<file path="src/rtl/clkdiv_pkg.sv">
`timescale 1ns/1ps
package clkdiv_pkg;

    typedef enum logic [1:0] {
        ST_START  = 2'd0,
        ST_BYPASS = 2'd1,
        ST_HIGH   = 2'd2,
        ST_LOW    = 2'd3
    } div_state_e;

endpackage

</file>
<file path="src/rtl/clkdiv_cfg_decode.sv">
`timescale 1ns/1ps
module clkdiv_cfg_decode #(
    parameter int CODE_W = 5,
    localparam int CFG_W   = CODE_W + 3,
    localparam int RATIO_W = CODE_W + 1
) (
    input  logic [CFG_W-1:0]   cfg_byte,
    output logic               divide_req,
    output logic [RATIO_W-1:0] ratio_req,
    output logic               invert
);
    // Field positions: enable at bit 0, code just above, invert above the code.
    localparam int EN_BIT   = 0;
    localparam int CODE_LSB = 1;
    localparam int INV_BIT  = CODE_W + 1;

    logic              en_bit;
    logic [CODE_W-1:0] code;

    always_comb begin
        en_bit     = cfg_byte[EN_BIT];
        code       = cfg_byte[CODE_LSB +: CODE_W];
        invert     = cfg_byte[INV_BIT];
        // Code 0 or a clear enable both mean pass-through.
        divide_req = en_bit && (code != '0);
        ratio_req  = {1'b0, code} + RATIO_W'(1);
    end
endmodule

</file>
<file path="src/rtl/clkdiv_phase_fsm.sv">
`timescale 1ns/1ps
module clkdiv_phase_fsm
    import clkdiv_pkg::*;
#(
    parameter int CODE_W = 5,
    localparam int RATIO_W = CODE_W + 1
) (
    input  logic               clk_ref,
    input  logic               rst_n,
    input  logic               divide_req,
    input  logic [RATIO_W-1:0] ratio_req,
    output logic               div_level,
    output logic               bypass_sel
);
    div_state_e          state_q, state_d;
    logic [CODE_W-1:0]   cnt_q, cnt_d;
    logic [RATIO_W-1:0]  ratio_q, ratio_d;
    logic [RATIO_W-1:0]  cnt_ext;
    logic [RATIO_W-1:0]  half_m1;
    logic [RATIO_W-1:0]  last_m1;
    logic                at_last;

    always_comb begin
        cnt_ext = {1'b0, cnt_q};
        half_m1 = (ratio_q >> 1) - RATIO_W'(1);
        last_m1 = ratio_q - RATIO_W'(1);
        at_last = (state_q == ST_LOW) && (cnt_ext == last_m1);
    end

    // Next-state logic: transitions load, half, wrap
    always_comb begin
        state_d = state_q;
        cnt_d   = cnt_q;
        ratio_d = ratio_q;
        unique case (state_q)
            ST_START, ST_BYPASS: begin
                if (divide_req) begin
                    state_d = ST_HIGH;
                    cnt_d   = '0;
                    ratio_d = ratio_req;
                end else begin
                    state_d = ST_BYPASS;
                end
            end
            ST_HIGH: begin
                cnt_d = cnt_q + CODE_W'(1);
                if (cnt_ext == half_m1) begin
                    state_d = ST_LOW;
                end
            end
            ST_LOW: begin
                if (at_last) begin
                    if (divide_req) begin
                        state_d = ST_HIGH;
                        cnt_d   = '0;
                        ratio_d = ratio_req;
                    end else begin
                        state_d = ST_BYPASS;
                        cnt_d   = '0;
                    end
                end else begin
                    cnt_d = cnt_q + CODE_W'(1);
                end
            end
            default: state_d = ST_START;
        endcase
    end

    // State register
    always_ff @(posedge clk_ref or negedge rst_n) begin
        if (!rst_n) begin
            state_q <= ST_START;
            cnt_q   <= '0;
            ratio_q <= RATIO_W'(2);
        end else begin
            state_q <= state_d;
            cnt_q   <= cnt_d;
            ratio_q <= ratio_d;
        end
    end

    // Outputs
    always_comb begin
        div_level  = (state_q == ST_HIGH);
        bypass_sel = (state_q == ST_BYPASS);
    end

    // Counter never leaves the period
    assert_cnt_bound_R2: assert property (@(posedge clk_ref) disable iff (!rst_n)
        (state_q == ST_HIGH || state_q == ST_LOW) |-> (cnt_ext < ratio_q));

    // Ratio held for the whole period
    assert_ratio_hold_R7: assert property (@(posedge clk_ref) disable iff (!rst_n)
        ((state_q == ST_HIGH || state_q == ST_LOW) && !at_last) |=> $stable(ratio_q));

    // High phase lasts floor(R/2) cycles
    assert_high_len_R6: assert property (@(posedge clk_ref) disable iff (!rst_n)
        ($fell(div_level) && state_q == ST_LOW) |-> ($past(cnt_ext) == ($past(ratio_q) >> 1) - RATIO_W'(1)));

    // Wrap with division requested restarts a period at the new ratio
    assert_wrap_reload_R7: assert property (@(posedge clk_ref) disable iff (!rst_n)
        (at_last && divide_req) |=> (state_q == ST_HIGH && cnt_q == '0 && ratio_q == $past(ratio_req)));
endmodule

</file>
<file path="src/rtl/clkdiv_out_mux.sv">
`timescale 1ns/1ps
module clkdiv_out_mux (
    input  logic clk_ref,
    input  logic div_level,
    input  logic bypass_sel,
    input  logic invert,
    output logic clk_out
);
    logic pre_inv;

    always_comb begin
        pre_inv = bypass_sel ? clk_ref : div_level;
        clk_out = pre_inv ^ invert;
    end
endmodule

</file>
<file path="src/rtl/clkdiv_prog.sv">
`timescale 1ns/1ps
module clkdiv_prog #(
    parameter int CODE_W = 5,
    localparam int CFG_W   = CODE_W + 3,
    localparam int RATIO_W = CODE_W + 1
) (
    input  logic             clk_ref,
    input  logic             rst_n,
    input  logic [CFG_W-1:0] cfg_byte,
    output logic             clk_out
);
    logic               divide_req;
    logic [RATIO_W-1:0] ratio_req;
    logic               invert;
    logic               div_level;
    logic               bypass_sel;

    clkdiv_cfg_decode #(.CODE_W(CODE_W)) u_decode (
        .cfg_byte   (cfg_byte),
        .divide_req (divide_req),
        .ratio_req  (ratio_req),
        .invert     (invert)
    );

    clkdiv_phase_fsm #(.CODE_W(CODE_W)) u_fsm (
        .clk_ref    (clk_ref),
        .rst_n      (rst_n),
        .divide_req (divide_req),
        .ratio_req  (ratio_req),
        .div_level  (div_level),
        .bypass_sel (bypass_sel)
    );

    clkdiv_out_mux u_mux (
        .clk_ref    (clk_ref),
        .div_level  (div_level),
        .bypass_sel (bypass_sel),
        .invert     (invert),
        .clk_out    (clk_out)
    );
endmodule

</file>
<file path="config.mk">
export PLATFORM = sky130hd
export DESIGN_NAME = clkdiv_prog
export DESIGN_NICKNAME = d
export VERILOG_FILES = /design/src/rtl/clkdiv_pkg.sv /design/src/rtl/clkdiv_cfg_decode.sv /design/src/rtl/clkdiv_phase_fsm.sv /design/src/rtl/clkdiv_out_mux.sv /design/src/rtl/clkdiv_prog.sv
export SDC_FILE = /design/constraint.sdc
export NUM_CORES = 1
export LEC_CHECK = 0
export ABC_CLOCK_PERIOD_IN_PS = 3590
export BUFFER_PORTS_ARGS = -buffer_cell sky130_fd_sc_hd__clkbuf_2
export CORE_UTILIZATION = 54
export DETAILED_ROUTE_END_ITERATION = 16
export HOLD_SLACK_MARGIN = 0.03
export PLACE_DENSITY = 0.71
export SLEW_MARGIN = 30
export SYNTH_ARGS = -nofsm -noshare
export SYNTH_HDL_FRONTEND = slang
export SYNTH_SLANG_ARGS = --single-unit
</file>
<file path="constraint.sdc">
create_clock -name clk_ref -period 3.59 [get_ports clk_ref]
set_input_delay 0.5385 -clock clk_ref [delete_from_list [all_inputs] [get_ports clk_ref]]
set_output_delay 0.5385 -clock clk_ref [all_outputs]
set_load 0.02 [all_outputs]
</file>
# Word level (Yosys, flattened, before mapping)
# Index checks and enable logic that the tools add are counted.
classes:
  n_addsub: 4
  n_eq_ne: 8
  n_mux: 11
  n_bitwise: 1
  reduce_logical: 8
op_table:
  columns: ["operator", "count"]
  rows:
  - ["$pmux 5 s3", 1]
  - ["$eq 5x6->1", 2]
  - ["$mux 6", 2]
  - ["$pmux 6 s2", 1]
  - ["$mux 5", 2]
  - ["$add 5x1->6 const B", 1]
  - ["$mux 2", 3]
  - ["$pmux 2 s3", 1]
  - ["$sub 5x1->6 const B", 1]
  - ["$sub 6x1->6 const B", 1]
  - ["$add 5x1->5 const B", 1]
  - ["$reduce_bool 5->1", 1]
  - ["$eq 2x2->1 const B", 2]
  - ["$ne 2x2->1 const B", 2]
  - ["$reduce_and 2->1", 2]
  - ["$eq 2x1->1 const B", 1]
  - ["$logic_and 1x1->1", 2]
  - ["$logic_not 2->1", 1]
  - ["$ne 2x1->1 const B", 1]
  - ["$reduce_bool 2->1", 1]
  - ["$reduce_or 2->1", 1]
  - ["$mux 1", 1]
  - ["$xor 1x1->1", 1]
word_totals:
  ff_bits: 13

# Longest topological paths before layout
# Gate-level depths: netlist of the first run.
depth:
  ltp_word: 5
  ltp_mapped: 7
  depth_no_buf: 7

# Hierarchy
# From an unflattened synthesis of the first run, not the netlist that was laid out.
hier_totals:
  hier_cells: 136
  area_unflattened_um2: 1237.4
modules_own_cells:
  columns: ["module", "n_inst", "cells_each", "area_each_um2", "seq_area_each_um2"]
  rows:
  - ["clkdiv_phase_fsm", 1, 119, 1114.8, 326.6]
  - ["clkdiv_cfg_decode", 1, 15, 103.8, 0.0]
  - ["clkdiv_out_mux", 1, 2, 18.8, 0.0]

==> results of run 1 <==
[cell families after synthesis]
kind of cell / count (synthesis)
simple gates: 27
compound gates: 19
xor+xnor: 16
flops: 13
buf+inv: 11
mux: 10
fa+ha+maj: 6
[final timing paths]
kind / start / depth (start not counted) / slack (ns) / endpoint
min in group clk_ref: cfg_byte[1] / 2 / 0.37 / u_fsm.ratio_q[0]
min: rst_n / 1 / 0.05 / u_fsm.ratio_q[4]
min reg2reg: u_fsm.state_q[0] / 1 / 0.56 / u_fsm.state_q[0]
max: clk_ref / 6 / 0.51 / clk_out
max reg2reg: u_fsm.ratio_q[1] / 7 / 1.13 / u_fsm.ratio_q[3]
max in group asynchronous: rst_n / 1 / 3.24 / u_fsm.ratio_q[1]
[routing by layer]
layer,GRT usage (%),part of all wire (%)
met1,29.59,48
met2,39.17,48
met3,7.308,3.2
met4,16.57,0.74
met5,0,0
[registers in the layout, indices dropped and copies added, names as in the netlist]
register,cells
u_fsm.ratio_q,6
u_fsm.state_q,2
u_fsm.cnt_q,5
[final cells by class]
cell class / count / area (um^2) / share of cell area (%)
Tap cell: 25 / 31.28 / 2.629
Multi-Input combinational cell: 78 / 708.2 / 59.52
Clock buffer: 8 / 53.80 / 4.522
Sequential cell: 13 / 326.6 / 27.44
Inverter: 8 / 30.03 / 2.524
Timing Repair Buffer: 8 / 40.04 / 3.365
[metrics by stage]
step | std cells | setup slack [ns] | power, uW
3_5_place_dp | 133 | 0.8071 | 948.8
5_1_grt | 140 | 0.3601 | 1179
2_1_floorplan | 102 | 0.7469 | 852.2
3_3_place_gp | 133 | 0.8082 | 930.9
4_1_cts | 140 | 0.4863 | 1101
6_report | 140 | 0.5141 | 1093
[critical path: cells and delay by family]
| kind | cells | cell delay (ns) |
|---|---|---|
| buffers and inverters | 3 | 0.41 |
| AOI/OAI and AO/OA | 1 | 0.11 |
| and+or+nand+nor | 1 | 0.07 |
| xor gates and xnor gates | 1 | 0.15 |
[where the power goes]
group,switching [uW],internal (uW)
clock,77.3,89.2
combinational,280,301
sequential,126,220
[cell usage in the layout, fill, tap and decap left out, types with 2 or more instances in the layout]
cell type and count:
nand2_1 3, clkbuf_2 9, a22o_1 2, xor2_1 8, clkbuf_4 6, mux2i_1 5
nor2_1 4, nand3_1 6, inv_1 8, ha_1 6, xnor2_1 7, a2111oi_0 2
dfrtp_1 12, nor4_2 2, mux2_4 4, nor3_1 2, o21ai_0 2
==> results.txt, run 1 <==
----------------------------------------------------
[Status]
  Run status ... completed

[GRT]
  First-pass GRT wire length ... 3.643 mm
  Total grt overflow ... 0
  Pin count of the biggest net entering global routing ... 14
  Initial antenna violation count ... 0
  Overall track demand over capacity in global routing ... 24.96%
  Number of global-route vias before repair ... 872

[Synth]
  Proportion of synthesized flip-flops having asynchronous set or reset ... 100.0%
  Portion of netlist area occupied by mux cells ... 11.15%
  Largest family of logic cells by synthesized area ... compound AO/OA/AOI/OAI gates
  Cell types with the largest area share after synthesis ... dfrtp_1, ha_1, xor2_1
  Biggest area consumer among synthesized cells ... dfrtp_1
  Sequential fraction of the synthesis area ... 30.00%
  Top cell type's share of synthesized area ... 27.59%
  Most frequent cell after synthesis ... dfrtp_1
  Syn. warnings ... 0
  Distinct cell type count after synthesis ... 44
  Number of enable-type register cells in the synthesized netlist ... 0
  Synth Area in XOR/XNOR ... 13.56%
  Synth Area in Simple Gates ... 14.83%
  Dominant synthesized flop cell ... dfrtp_1
  Synthesized area per cell ... 10.67 um^2
  Gate Count Post-Synth ... 102
  Number of nets produced by synthesis ... 118
  Synthesis-stage register bit count ... 13
  Cell types with the highest counts after synthesis ... dfrtp_1, inv_1, xor2_1
  Cell area after synthesis ... 0.001089 mm^2
  Post-synthesis compound-gate area fraction ... 18.62%
  Adder and majority gate portion of the synthesized area ... 6.897%

[Layout]
  Layout cell share with drive strength beyond 1 ... 26.96%
  Antenna fix cells ... 0
  Count of nets after finishing ... 132
  Number of inserted filler cells in the final layout ... 158
  Final standard cell utilization of the core ... 66.04%
  Area growth from synthesis to layout ... 9.310%
  Design Area, Final ... 0.001190 mm^2

[Routing]
  Post-DR wirelength/cell ... 15.41 um
  Number of DRC violations after detailed routing ... 0
  Drt total wl ... 2.157 mm
  Post-DRT Antenna Nets ... 0
  Detail-routed via count per cell ... 5.864
  Number of DRC markers in iteration 0 ... 21
  Detailed-router iteration count before antenna repair ... 4
  Routed via count ... 821

[Critical path]
  Critical path arrival ... 2.54 ns
  CP Max Fanout ... 2
  Critical path required time ... 3.05 ns
  Cell breakdown of the critical path ... clkbuf_4 > clkbuf_4 > nand3_1 > o21ai_0 > xor2_1 > clkbuf_2
  Kind of capture point of the worst setup path ... primary output
  Max stage delay on crit path ... 0.18 ns
  Cell seen most often among critical-path stages ... clkbuf_4
  Crit Path Category ... clock port to primary output
  Sort of element at the start of the critical path ... clock port
  Cell at the slowest stage of the critical path ... clkbuf_2

[Die]
  Initial core utilization ... 60.42%
  Die width ... 46.90 um
  Die area ... 0.002199 mm^2
  Number of placed I/O pins ... 11
  Num rows ... 15
  Chip height ... 46.90 um
  Core box area ... 0.001802 mm^2

[Clock tree]
  Post-cts hold buffer count ... 0
  Clk pin slew, worst setup/hold paths ... 0.08 ns
  Post-CTS setup-driven buffer insertion count ... 0
  Clock network latency to the later pin of the worst-skew pair ... 0.39 ns
  Total of cells resized after clock tree synthesis ... 0
  CTS tree ... done

[Timing]
  Final-layout worst hold slack ... 0.04827 ns
  Count of final hold-check violations ... 0
  Max-Slew Margin vs Limit ... 71.18%
  Count of endpoints failing setup in the final report ... 0
  Worst Max-Slew Pin Slew ... 0.4323 ns
  Clk_skew ... 0.001639 ns
  Setup repair after global routing missed its margin ... false
  Setup TNS ... 0 ns
  Max-slew violations ... 0

[Power and ir drop]
  Power per cell area ... 918.8 mW/mm^2
  Leak Pwr ... 0.0005465 uW
  Maximum ir drop on the vdd rail ... 0.5258 mV

[Placement]
  PortBufs ... 9
  Global placer's final weighted congestion ... 0.8000
  Standard cell area after detailed placement ... 0.001141 mm^2
  HPWL after detailed placement ... 1.585 mm

[Hold path]
  Class of the most critical hold timing path ... input pin to asynchronous set/reset pin

[Flow run]
  Max cap viols ... 0

----------------------------------------------------
Power figures use the tool's default switching activity.
==> run 2: changes to the inputs <==
--- a/config.mk
+++ b/config.mk
@@ -5,12 +5,13 @@
 export SDC_FILE = /design/constraint.sdc
 export NUM_CORES = 1
 export LEC_CHECK = 0
-export ABC_CLOCK_PERIOD_IN_PS = 3590
+export ABC_CLOCK_PERIOD_IN_PS = 3160
 export BUFFER_PORTS_ARGS = -buffer_cell sky130_fd_sc_hd__clkbuf_2
-export CORE_UTILIZATION = 54
+export CORE_UTILIZATION = 57
+export CTS_CLUSTER_SIZE = 14
 export DETAILED_ROUTE_END_ITERATION = 16
 export HOLD_SLACK_MARGIN = 0.03
-export PLACE_DENSITY = 0.71
+export PLACE_DENSITY = 0.74
 export SLEW_MARGIN = 30
 export SYNTH_ARGS = -nofsm -noshare
 export SYNTH_HDL_FRONTEND = slang
==> constraint.sdc (replaced) <==
create_clock -name clk_ref -period 3.16 [get_ports clk_ref]
set_input_delay 0.474 -clock clk_ref [delete_from_list [all_inputs] [get_ports clk_ref]]
set_output_delay 0.474 -clock clk_ref [all_outputs]
set_load 0.02 [all_outputs]
==> run 2 against run 1 <==
  * Sequential power is 13% higher
  * Combinational power is 14% higher
  * Via count is 1.8% lower
  * Hold slack better by 0.23 ns
  * Global-route usage is 0.35 points higher
  * Final area is 0.84% higher
  * Wire length is 1.8% higher
  * Sequential share of layout area is 0.23 points lower
  * Power is 15% higher
  * Clock power is 23% higher
  * Worst setup slack worse by 0.19 ns
  * Cell count is 0.71% higher
  * Critical path type unchanged
  * Highest routed layer unchanged
==> results.txt, run 2 (synthesized netlist as in run 1, its figures left out) <==
----------------------------------------------------
[GRT]
  Met2 Use GR ... 38.86% (was 39.17%)
  GRT Max-Usage Layer ... met2 (unchanged)
  Overall track demand over capacity in global routing ... 25.31% (was 24.96%)
  GRT met3 Usage ... 7.143% (was 7.308%)
  M1 GR Usage ... 29.06% (was 29.59%)
  Number of global-route vias before repair ... 781 (was 872)
  Pin count of the biggest net entering global routing ... 14 (unchanged)
  Initial antenna violation count ... 0 (unchanged)
  Total grt overflow ... 0 (unchanged)
  First-pass GRT wire length ... 3.436 mm (was 3.643 mm)

[Power and ir drop]
  Overall power consumption ... 1258 uW (was 1093 uW)
  Power per cell area ... 1049 mW/mm^2 (was 918.8 mW/mm^2)
  Maximum ir drop on the vdd rail ... 0.5945 mV (was 0.5258 mV)
  Leak Pwr ... 0.0005507 uW (was 0.0005465 uW)

[Critical path]
  CP endpoint ... clk_out (unchanged)
  Critical path arrival ... 2.36 ns (was 2.54 ns)
  Launch point of the critical path ... clk_ref (unchanged)
  Depth of the worst register-to-register path ... 7 (unchanged)
  Worst R2R End ... u_fsm.ratio_q[3] (unchanged)
  Critical R2R Launch ... u_fsm.ratio_q[1] (unchanged)
  CP Max Fanout ... 2 (unchanged)
  Register-to-register path setup slack ... 0.79 ns (was 1.13 ns)
  Sort of element at the start of the critical path ... clock port (unchanged)
  Critical path required time ... 2.69 ns (was 3.05 ns)
  Kind of capture point of the worst setup path ... primary output (unchanged)
  Crit Path Category ... clock port to primary output (unchanged)

[Hold path]
  Startpoint of the most critical hold path ... cfg_byte[1]
  Class of the most critical hold timing path ... input pin to flop (was input pin to asynchronous set/reset pin)

[Timing]
  Clk_skew ... 0.003209 ns (was 0.001639 ns)
  Max-slew violations ... 0 (unchanged)
  Count of endpoints failing setup in the final report ... 0 (unchanged)
  Max-Slew Margin vs Limit ... 74.43% (was 71.18%)
  Count of final hold-check violations ... 0 (unchanged)
  Final setup slack of the worst path ... 0.3224 ns (was 0.5141 ns)
  Worst Max-Slew Pin Slew ... 0.3739 ns (was 0.4323 ns)
  Setup repair after global routing missed its margin ... false (unchanged)
  Setup TNS ... 0 ns (unchanged)

[Die]
  Core box area ... 0.001764 mm^2 (was 0.001802 mm^2)
  Chip height ... 45.70 um (was 46.90 um)
  Number of placed I/O pins ... 11 (unchanged)
  Die width ... 45.70 um (was 46.90 um)
  Die area ... 0.002088 mm^2 (was 0.002199 mm^2)
  Initial core utilization ... 61.70% (was 60.42%)
  Num rows ... 15 (unchanged)

[Placement]
  HPWL after detailed placement ... 1.676 mm (was 1.585 mm)
  PortBufs ... 9 (unchanged)
  Worst setup slack before clock tree synthesis ... 0.6552 ns (was 0.8071 ns)
  Global placer's final weighted congestion ... 0.8403 (was 0.8000)
  Standard cell area after detailed placement ... 0.001141 mm^2 (unchanged)

[Layout]
  Number of inserted filler cells in the final layout ... 167 (was 158)
  Design Area, Final ... 0.001200 mm^2 (was 0.001190 mm^2)
  Max reg flops ... 6 (unchanged)
  Largest register by flop count ... u_fsm.ratio_q (unchanged)
  Largest regs ... u_fsm.ratio_q: 6 flops, u_fsm.cnt_q: 5 flops, u_fsm.state_q: 2 flops (unchanged)
  Area of the multi-input gates ... 708.2 um^2 (unchanged)
  Area of all sequential standard cells ... 326.6 um^2 (unchanged)
  Area growth from synthesis to layout ... 10.23% (was 9.310%)
  Antenna fix cells ... 0 (unchanged)
  Commonest non-fill, non-tap cell in the layout ... dfrtp_1 (unchanged)
  Most frequent cells in the layout ... dfrtp_1, clkbuf_2, inv_1, xor2_1, xnor2_1 (unchanged)
  Layout cell share with drive strength beyond 1 ... 26.72% (was 26.96%)
  Count of nets after finishing ... 133 (was 132)

[Status]
  Run status ... completed (unchanged)

[Clock tree]
  Clk pin slew, worst setup/hold paths ... 0.08 ns (about the same)
  Total of cells resized after clock tree synthesis ... 0 (unchanged)
  Clock network latency to the later pin of the worst-skew pair ... 0.41 ns (was 0.39 ns)
  CTS tree ... done (unchanged)

[Routing]
  Detail-routed via count per cell ... 5.716 (was 5.864)
  Routed via count ... 806 (was 821)
  Post-DR wirelength/cell ... 15.57 um (was 15.41 um)
  Detailed-router iteration count before antenna repair ... 4 (unchanged)
  Number of DRC markers in iteration 0 ... 21 (unchanged)
  Drt total wl ... 2.196 mm (was 2.157 mm)
  Number of DRC violations after detailed routing ... 0 (unchanged)
  Post-DRT Antenna Nets ... 0 (unchanged)

[Flow run]
  Max cap viols ... 0 (unchanged)

----------------------------------------------------
-- run 2: critical path, cell delays in order --
cell	delay, ns
clkbuf_4	0.11
clkbuf_4	0.12
nand3_1	0.07
o21ai_0	0.11
xor2_1	0.17
clkbuf_2	0.19
-- run 2: repair_timing --
action                    4_1_cts  5_1_grt
hold buffers                    1        0
hold endpoints to repair       12        0
buffers inserted                0        0
-- run 2: worst min path at each step --
stage,endpoint,slack (ns),cells past startpoint
after floorplan,u_fsm.cnt_q[0],0.18,0
after global placement,u_fsm.cnt_q[3],0.38,1
after detailed placement,u_fsm.cnt_q[3],0.39,1
after CTS,u_fsm.ratio_q[0],0.29,2
after global routing,u_fsm.ratio_q[0],0.30,2
final,u_fsm.ratio_q[0],0.28,2
-- run 2: layer usage --
layer | vias to the layer above | share of wire [%]
li1 | 399 | -
met3 | 6 | 3.0
met2 | 20 | 49
met5 | - | 0
met1 | 381 | 46
met4 | 0 | 2.5
-- run 2: power breakdown --
part | leakage [uW] | switching (uW) | internal [uW]
sequential | 0.000151 | 143 | 249
clock | 0.0000398 | 103 | 102
combinational | 0.000360 | 319 | 343
-- run 2: layout make-up --
class / instances / share of cell area, %
flip-flops and latches: 13 / 27.22
well taps: 25 / 2.607
clock buffers: 8 / 4.484
inverters: 8 / 2.503
multi-input cells: 78 / 59.02
repair buffers: 9 / 4.171
-- run 2: per-stage QoR --
stage / utilization (%) / hold slack, ns / std cells
after floorplan: - / 0.1784 / 102
after global placement: 64.68 / 0.3842 / 133
after CTS: 68.01 / 0.2896 / 141
after detailed placement: 64.68 / 0.3894 / 133
after global routing: 68.01 / 0.2988 / 141
final: 68.01 / 0.2822 / 141
